<file path="config.mk">
export PLATFORM = sky130hd
export DESIGN_NAME = zsf_frame_packer
export DESIGN_NICKNAME = d
export VERILOG_FILES = /design/src/rtl/zsf_pkg.sv /design/src/rtl/zsf_hit_collector.sv /design/src/rtl/zsf_frame_serializer.sv /design/src/rtl/zsf_frame_packer.sv
export SDC_FILE = /design/constraint.sdc
export NUM_CORES = 1
export LEC_CHECK = 0
export ABC_AREA = 1
export BUFFER_PORTS_ARGS = -buffer_cell sky130_fd_sc_hd__buf_2
export CELL_PAD_IN_SITES_DETAIL_PLACEMENT = 1
export CELL_PAD_IN_SITES_GLOBAL_PLACEMENT = 2
export CORE_MARGIN = 4
export CORE_UTILIZATION = 44
export CTS_BUF_LIST = sky130_fd_sc_hd__clkbuf_4
export DETAILED_ROUTE_END_ITERATION = 6
export GPL_TIMING_DRIVEN = 0
export PLACE_DENSITY = 0.9
export SETUP_SLACK_MARGIN = 0.1
export SYNTH_ARGS = -nofsm -noshare
export SYNTH_HDL_FRONTEND = slang
export SYNTH_SLANG_ARGS = --single-unit
export TNS_END_PERCENT = 10
</file>
<file path="constraint.sdc">
create_clock -name clk -period 6.32 [get_ports clk]
set_input_delay 0.316 -clock clk [delete_from_list [all_inputs] [get_ports clk]]
set_output_delay 0.316 -clock clk [all_outputs]
set_load 0.02 [all_outputs]
</file>
<file path="src/rtl/zsf_pkg.sv">
// Shared constants and helpers for the zero-suppressed frame packer.
// Assumes the occupancy field is 3 or 4 bits, so at most 16 hits per frame.
package zsf_pkg;
    localparam int unsigned MAX_HITS = 16;
    localparam int unsigned CNT_W    = $clog2(MAX_HITS + 1);
    localparam int unsigned IDX_W    = $clog2(MAX_HITS);

    typedef enum logic [1:0] {
        PH_IDLE = 2'd0,
        PH_HDR  = 2'd1,
        PH_SIZE = 2'd2,
        PH_HIT  = 2'd3
    } phase_e;

    // Policies 0 and 2 carry the raw count (header and size always sent).
    function automatic logic count_direct(input logic [1:0] pol);
        return (pol == 2'd0) || (pol == 2'd2);
    endfunction

    // Largest number of hits a frame may carry under the given policy/width.
    function automatic logic [CNT_W-1:0] hit_limit(input logic [1:0] pol, input logic wide);
        logic [CNT_W-1:0] base;
        base = wide ? CNT_W'(16) : CNT_W'(8);
        return count_direct(pol) ? base - CNT_W'(1) : base;
    endfunction
endpackage

</file>
<file path="src/rtl/zsf_hit_collector.sv">
// Collects the hits of one open crossing into a local store, enforces the
// per-policy hit cap, and keeps the overflow flag and discard counter.
// Assumes mode and size_wide are stable while a crossing is open, and that
// the store is not written while the serialiser reads it (accept is low then).
module zsf_hit_collector
    import zsf_pkg::*;
#(
    parameter int unsigned HIT_W  = 13,
    parameter int unsigned DROP_W = 16
) (
    input  logic              clk,
    input  logic              rst_n,
    input  logic              accept,
    input  logic              hit_valid,
    input  logic [HIT_W-1:0]  hit_word,
    input  logic              crossing_end,
    input  logic [1:0]        mode,
    input  logic              wide,
    input  logic [IDX_W-1:0]  rd_idx,
    output logic [HIT_W-1:0]  rd_word,
    output logic [CNT_W-1:0]  cnt_final,
    output logic              close,
    output logic              ovf_flag,
    output logic [DROP_W-1:0] drop_total
);
    logic [HIT_W-1:0] store_q [MAX_HITS];
    logic [CNT_W-1:0] cnt;
    logic             drop_seen;
    logic             take, room, keep, drop;

    // Classify this cycle's hit as kept or discarded.
    always_comb begin
        take      = accept && hit_valid;
        room      = cnt < hit_limit(mode, wide);
        keep      = take && room;
        drop      = take && !room;
        close     = accept && crossing_end;
        cnt_final = cnt + CNT_W'(keep);
    end

    assign rd_word = store_q[rd_idx];

    // Hit store write; contents need no reset.
    always_ff @(posedge clk) begin
        if (keep) store_q[cnt[IDX_W-1:0]] <= hit_word;
    end

    // Occupancy count, per-crossing overflow tracking and discard counter.
    always_ff @(posedge clk) begin
        if (!rst_n) begin
            cnt        <= '0;
            drop_seen  <= 1'b0;
            ovf_flag   <= 1'b0;
            drop_total <= '0;
        end else begin
            if (close) begin
                cnt       <= '0;
                drop_seen <= 1'b0;
                ovf_flag  <= drop_seen || drop;
            end else begin
                cnt <= cnt_final;
                if (drop) drop_seen <= 1'b1;
            end
            if (drop && (drop_total != '1)) drop_total <= drop_total + DROP_W'(1);
        end
    end

    a_r8_cnt_bound: assert property (@(posedge clk) disable iff (!rst_n)
        cnt <= CNT_W'(MAX_HITS));
    a_r9_ovf_only_on_close: assert property (@(posedge clk) disable iff (!rst_n)
        !close |=> $stable(ovf_flag));
    a_r10_drop_monotonic: assert property (@(posedge clk) disable iff (!rst_n)
        drop |=> (drop_total >= $past(drop_total)) && (drop_total != '0));
endmodule

</file>
<file path="src/rtl/zsf_frame_serializer.sv">
// Walks a closed crossing out as a bit stream: header, optional occupancy
// field, then hit words, every field MSB first. Latches the header, count and
// policy when started, so the inputs may change during emission. Hit words
// are read from the collector store by index.
module zsf_frame_serializer
    import zsf_pkg::*;
#(
    parameter int unsigned HDR_W = 24,
    parameter int unsigned HIT_W = 13
) (
    input  logic             clk,
    input  logic             rst_n,
    input  logic             start,
    input  logic [1:0]       mode,
    input  logic             wide,
    input  logic [HDR_W-1:0] hdr,
    input  logic [CNT_W-1:0] cnt,
    input  logic [HIT_W-1:0] rd_word,
    output logic [IDX_W-1:0] rd_idx,
    output logic             busy,
    output logic             out_valid,
    input  logic             out_ready,
    output logic             out_bit,
    output logic             out_last
);
    localparam int unsigned MAXF = (HDR_W > HIT_W) ? HDR_W : HIT_W;
    localparam int unsigned BC_W = $clog2(MAXF);

    phase_e           phase;
    logic [BC_W-1:0]  bit_cnt, size_top;
    logic [CNT_W-1:0] n_r;
    logic [IDX_W-1:0] hit_idx;
    logic [HDR_W-1:0] hdr_r, hdr_sh;
    logic [3:0]       size_r, size_sh;
    logic [HIT_W-1:0] hit_sh;
    logic             wide_r, has_size_r, step;
    logic             hdr_end, size_end, hit_end, last_hit;

    // Field-end detection and the current output bit.
    always_comb begin
        size_top = wide_r ? BC_W'(3) : BC_W'(2);
        hdr_end  = bit_cnt == BC_W'(HDR_W - 1);
        size_end = bit_cnt == size_top;
        hit_end  = bit_cnt == BC_W'(HIT_W - 1);
        last_hit = {1'b0, hit_idx} == (n_r - CNT_W'(1));
        hdr_sh   = hdr_r >> (BC_W'(HDR_W - 1) - bit_cnt);
        size_sh  = size_r >> (size_top - bit_cnt);
        hit_sh   = rd_word >> (BC_W'(HIT_W - 1) - bit_cnt);
        busy      = phase != PH_IDLE;
        out_valid = busy;
        step      = out_valid && out_ready;
        unique case (phase)
            PH_HDR:  begin out_bit = hdr_sh[0];  out_last = hdr_end && !has_size_r; end
            PH_SIZE: begin out_bit = size_sh[0]; out_last = size_end && (n_r == '0); end
            PH_HIT:  begin out_bit = hit_sh[0];  out_last = hit_end && last_hit; end
            default: begin out_bit = 1'b0;       out_last = 1'b0; end
        endcase
    end

    assign rd_idx = hit_idx;

    // Frame sequencing: latch on start, advance one bit per accepted transfer.
    always_ff @(posedge clk) begin
        if (!rst_n) begin
            phase      <= PH_IDLE;
            bit_cnt    <= '0;
            hit_idx    <= '0;
            n_r        <= '0;
            hdr_r      <= '0;
            size_r     <= '0;
            wide_r     <= 1'b0;
            has_size_r <= 1'b0;
        end else if (start) begin
            hdr_r      <= hdr;
            n_r        <= cnt;
            wide_r     <= wide;
            has_size_r <= count_direct(mode) || (cnt != '0);
            size_r     <= count_direct(mode) ? cnt[3:0] : 4'(cnt - CNT_W'(1));
            bit_cnt    <= '0;
            hit_idx    <= '0;
            phase      <= (mode == 2'd3 && cnt == '0) ? PH_IDLE : PH_HDR;
        end else if (step) begin
            bit_cnt <= bit_cnt + BC_W'(1);
            unique case (phase)
                PH_HDR: if (hdr_end) begin
                    bit_cnt <= '0;
                    phase   <= has_size_r ? PH_SIZE : PH_IDLE;
                end
                PH_SIZE: if (size_end) begin
                    bit_cnt <= '0;
                    phase   <= (n_r != '0) ? PH_HIT : PH_IDLE;
                end
                PH_HIT: if (hit_end) begin
                    bit_cnt <= '0;
                    hit_idx <= hit_idx + IDX_W'(1);
                    if (last_hit) phase <= PH_IDLE;
                end
                default: ;
            endcase
        end
    end

    a_r13_last_within_frame: assert property (@(posedge clk) disable iff (!rst_n)
        out_last |-> out_valid);
    a_r11_stall_holds: assert property (@(posedge clk) disable iff (!rst_n)
        out_valid && !out_ready |=> out_valid && $stable(out_bit) && $stable(out_last));
    a_r6_empty_silent: assert property (@(posedge clk) disable iff (!rst_n)
        start && mode == 2'd3 && cnt == '0 |=> !out_valid);
    a_r12_last_ends_busy: assert property (@(posedge clk) disable iff (!rst_n)
        out_last && out_ready |=> !busy);
endmodule

</file>
<file path="src/rtl/zsf_frame_packer.sv">
// Top of the zero-suppressed event frame packer. Joins the hit collector and
// the frame serialiser. The block takes input only while no frame is in flight.
// Assumes upstream holds its hits while in_ready is low.
module zsf_frame_packer
    import zsf_pkg::*;
#(
    parameter int unsigned BX_W   = 12,
    parameter int unsigned SEN_W  = 8,
    parameter int unsigned CHIP_W = 4,
    parameter int unsigned CH_W   = 7,
    parameter int unsigned ADC_W  = 6,
    parameter int unsigned DROP_W = 16
) (
    input  logic              clk,
    input  logic              rst_n,
    input  logic [1:0]        mode,
    input  logic              size_wide,
    input  logic [BX_W-1:0]   bunch_id,
    input  logic [SEN_W-1:0]  sensor_id,
    input  logic [CHIP_W-1:0] chip_id,
    input  logic              hit_valid,
    input  logic [CH_W-1:0]   hit_chan,
    input  logic [ADC_W-1:0]  hit_adc,
    input  logic              crossing_end,
    output logic              in_ready,
    output logic              out_valid,
    input  logic              out_ready,
    output logic              out_bit,
    output logic              out_last,
    output logic              ovf_flag,
    output logic [DROP_W-1:0] drop_total
);
    localparam int unsigned HDR_W = BX_W + SEN_W + CHIP_W;
    localparam int unsigned HIT_W = CH_W + ADC_W;

    logic             busy, close;
    logic [CNT_W-1:0] cnt_final;
    logic [IDX_W-1:0] rd_idx;
    logic [HIT_W-1:0] rd_word;

    assign in_ready = !busy;

    zsf_hit_collector #(.HIT_W(HIT_W), .DROP_W(DROP_W)) u_collect (
        .clk(clk), .rst_n(rst_n), .accept(in_ready), .hit_valid(hit_valid),
        .hit_word({hit_chan, hit_adc}), .crossing_end(crossing_end),
        .mode(mode), .wide(size_wide), .rd_idx(rd_idx), .rd_word(rd_word),
        .cnt_final(cnt_final), .close(close), .ovf_flag(ovf_flag),
        .drop_total(drop_total)
    );

    zsf_frame_serializer #(.HDR_W(HDR_W), .HIT_W(HIT_W)) u_serial (
        .clk(clk), .rst_n(rst_n), .start(close), .mode(mode), .wide(size_wide),
        .hdr({bunch_id, sensor_id, chip_id}), .cnt(cnt_final), .rd_word(rd_word),
        .rd_idx(rd_idx), .busy(busy), .out_valid(out_valid), .out_ready(out_ready),
        .out_bit(out_bit), .out_last(out_last)
    );

    a_r12_no_input_while_busy: assert property (@(posedge clk) disable iff (!rst_n)
        busy |=> $stable(ovf_flag));
endmodule

</file>
==> summary.txt <==
Pwr
  • Total Power: 4290 uW
  • PD cells: 288 nW/um2
  • Peak supply drop: 0.161 mV
  • Leak Pwr: 0.00585 uW

STA
  • Setup violators final: 0
  • RSZ-0062 raised after global routing: no
  • Setup TNS: 0 ns
  • Final hold vios: 0
  • Min Tclk post-route: 3.53 ns
  • Skew final: 0.0738 ns
  • Max Transition Viols Final: 0
  • F_max: 284 MHz
  • Slew @ Worst Pin: 0.800 ns
  • Max-slew headroom: 46.6%
  • Final Cycle Share: 55.8%

Setup path
  • Crit path kind: flip-flop to output pin
  • Largest stage delay, worst path: 0.43 ns
  • Slowest-stage cell, CP: ha_1
  • Critical Path Source Type: flip-flop
  • Maximum fanout count along the critical path: 10
  • Req. time, crit path: 6.00 ns
  • Most used cell, CP: nand2_1
  • Worst EP arrival: 3.21 ns
  • Crit path capture type: output pin
  • CP cell instances: inv_1 -> clkbuf_1 -> ha_1 -> nor2_1 -> a21boi_0 -> nor2_1 -> nand2_1 -> nand3_1 -> nand2_1 -> nand2_1 -> nand2_1 -> buf_2

Clock tree
  • CTS max path bufs: 3
  • CTS Buf Count: 75
  • Clk_lat worst skew: 0.69 ns
  • CTS resizes: 0
  • Post-CTS setup buffer count: 0
  • Sinks on the clock net: 281
  • Clk root buf: clkbuf_4
  • Hold bufs inserted after CTS: 34
  • CTS H-tree depth: 3
  • CTS tree: built
  • Clock Pin Slew Worst Setup and Hold Paths: 0.07 ns

Cells and area
  • Most frequent cells in the layout: 315 x nand2_1, 208 x edfxtp_1, 148 x nand3_1
  • Most common cell after layout, fill and taps aside: nand2_1
  • Layout cells sized above 1: 17.5%
  • Fillcell total: 3197
  • Synth-to-layout area growth: 20.0%
  • # nets final: 1514

Flow run
  • Maximum Capacitance Violations: 0

Die
  • Die Wd: 176 um
  • Effective utilization at floorplan: 44.6%
  • # rows: 61
  • Core area: 27800 um2
  • Die H: 176 um
  • I/O pins: 66
  • Die footprint: 30900 um2

Placed design
  • IO Port Bufs: 65
  • HPWL after detailed placement: 25900 um
  • GP Congestion: 0.840

Global routing
  • Total GRT Usage: 24.9%
  • Largest net degree at the start of global routing: 17
  • Vias in the first global route: 10.8k
  • Global-route wire length before repair: 59400 um
  • Initial antenna violation count: 1
  • GRT Residual Overflow: 0

Logic synthesis
  • Synth top area cells: edfxtp_1 50%, dfxtp_1 12%, nand2_1 9.5%, nand3_1 6.0%, nor2_1 3.3%
  • Top_reg_cell synth: edfxtp_1
  • Sequential-to-total area share from yosys stat: 62.2%
  • Synthesized area: 12400 um2
  • Share of the synthesized area in the top cell type: 50.4%
  • Syn Nets: 1322
  • Mean Syn Cell Area: 9.82 um2
  • Post-synth cell types: 41
  • Synthesized instance count: 1261
  • FF+latch count, synth: 281
  • Synthesis Warnings: 0
  • Asr flop ratio synth: 0%
  • EDFF count, synth: 208
  • Area leader, netlist: edfxtp_1

Drt
  • Vias: 10.0k
  • DR pass1 iterations: 7
  • Via-per-instance ratio: 5.30
  • Residual DRC: 2
  • Total Routed Length: 37900 um
  • Avg WL per Cell: 20.0 um
  • 1st-iter DRT viols: 723
  • ANT nets after route: 0

Status
  • Failing checks: design-rule violations
  • Status: complete, but fails checks

Worst hold path
  • HP Class: input pin to flip-flop
## routing by layer
layer | GRT usage, % | share of wire [%]
met5 | 0 | 0
met4 | 8.58 | 2.7
met3 | 4.50 | 5.2
met2 | 43.8 | 51
met1 | 31.0 | 41
## through the flow
step	instances	area (um2)	setup slack (ns)	hold slack, ns	util (%)
after floorplan	1261	12400	3.47	0.415	-
after global placement	1704	13200	2.41	0.449	47.5
after detailed placement	1720	13500	2.83	0.453	48.7
after CTS	1891	14900	2.76	0.00766	53.5
after global routing	1892	14900	2.56	0.0231	53.5
final	1892	14900	2.79	0.0576	53.5
## registers in the layout, indices dropped and copies added, names as in the netlist, named ones only
name and flops:
u_serial.n_r 5, u_collect.store_q 208, u_serial.rd_idx 4, u_serial.has_size_r 1, u_collect.ovf_flag 1, u_serial.bit_cnt 5
u_serial.phase 2, u_serial.hdr_r 24, u_serial.wide_r 1, u_collect.drop_total 16, u_collect.drop_seen 1, u_collect.cnt 5
u_serial.size_r 4
## where the power goes
group          total [uW]  switching, uW  internal, uW
Combinational         522            347           175
Clock                1660            769           893
Sequential           2100           39.3          2060
## path summary, 6_finish.rpt
| check | startpoint | endpoint | slack, ns | cells after the start |
|---|---|---|---|---|
| hold / removal | rst_n | u_serial.has_size_r | 0.06 | 3 |
| setup reg to reg | u_collect.cnt[2] | u_serial.phase[0] | 3.08 | 16 |
| hold reg to reg | u_collect.ovf_flag | u_collect.ovf_flag | 0.46 | 2 |
| setup / recovery | u_serial.bit_cnt[0] | out_bit | 2.79 | 12 |
## cells in the mapped netlist (15+ instances only)
master and count:
o21ai_0 71, clkbuf_1 19, inv_1 107, o211ai_1 15, ha_1 16, buf_2 22
a21oi_1 44, nand2_1 315, edfxtp_1 208, nor2_1 109, nand3_1 148, dfxtp_1 73
## layout make-up
type,count,area (um2),area share [%]
timing repair buffer,115,968,6.51
inverter,114,429,2.89
clock inverter,33,216,1.46
tap,378,473,3.18
antenna,1,2.50,0.0168
sequential,281,7710,51.8
multi-input combinational,810,3990,26.8
clock buffer,104,781,5.25
buffer,56,302,2.03
## cell families (layout without fill, tap and decap cells)
family                     after synthesis  in the layout  share of synthesized area [%]
AOI/OAI and AO/OA                      164            164                           7.75
other                                    0              1                              0
xor gates and xnor gates                20             20                           1.41
and+or+nand+nor                        610            610                           21.1
DFF                                    281            281                           62.2
adders and majority gates               16             16                           1.62
buffers and inverters                  170            422                           5.90
## worst max-delay path, delay by kind of cell (launching register included)
family	cells	cell delay [ns]
simple gates	7	0.85
buf+inv	3	0.67
fa+ha+maj	1	0.43
flops	1	0.37
compound gates	1	0.23
No activity file was read; power rests on OpenSTA's default activity.
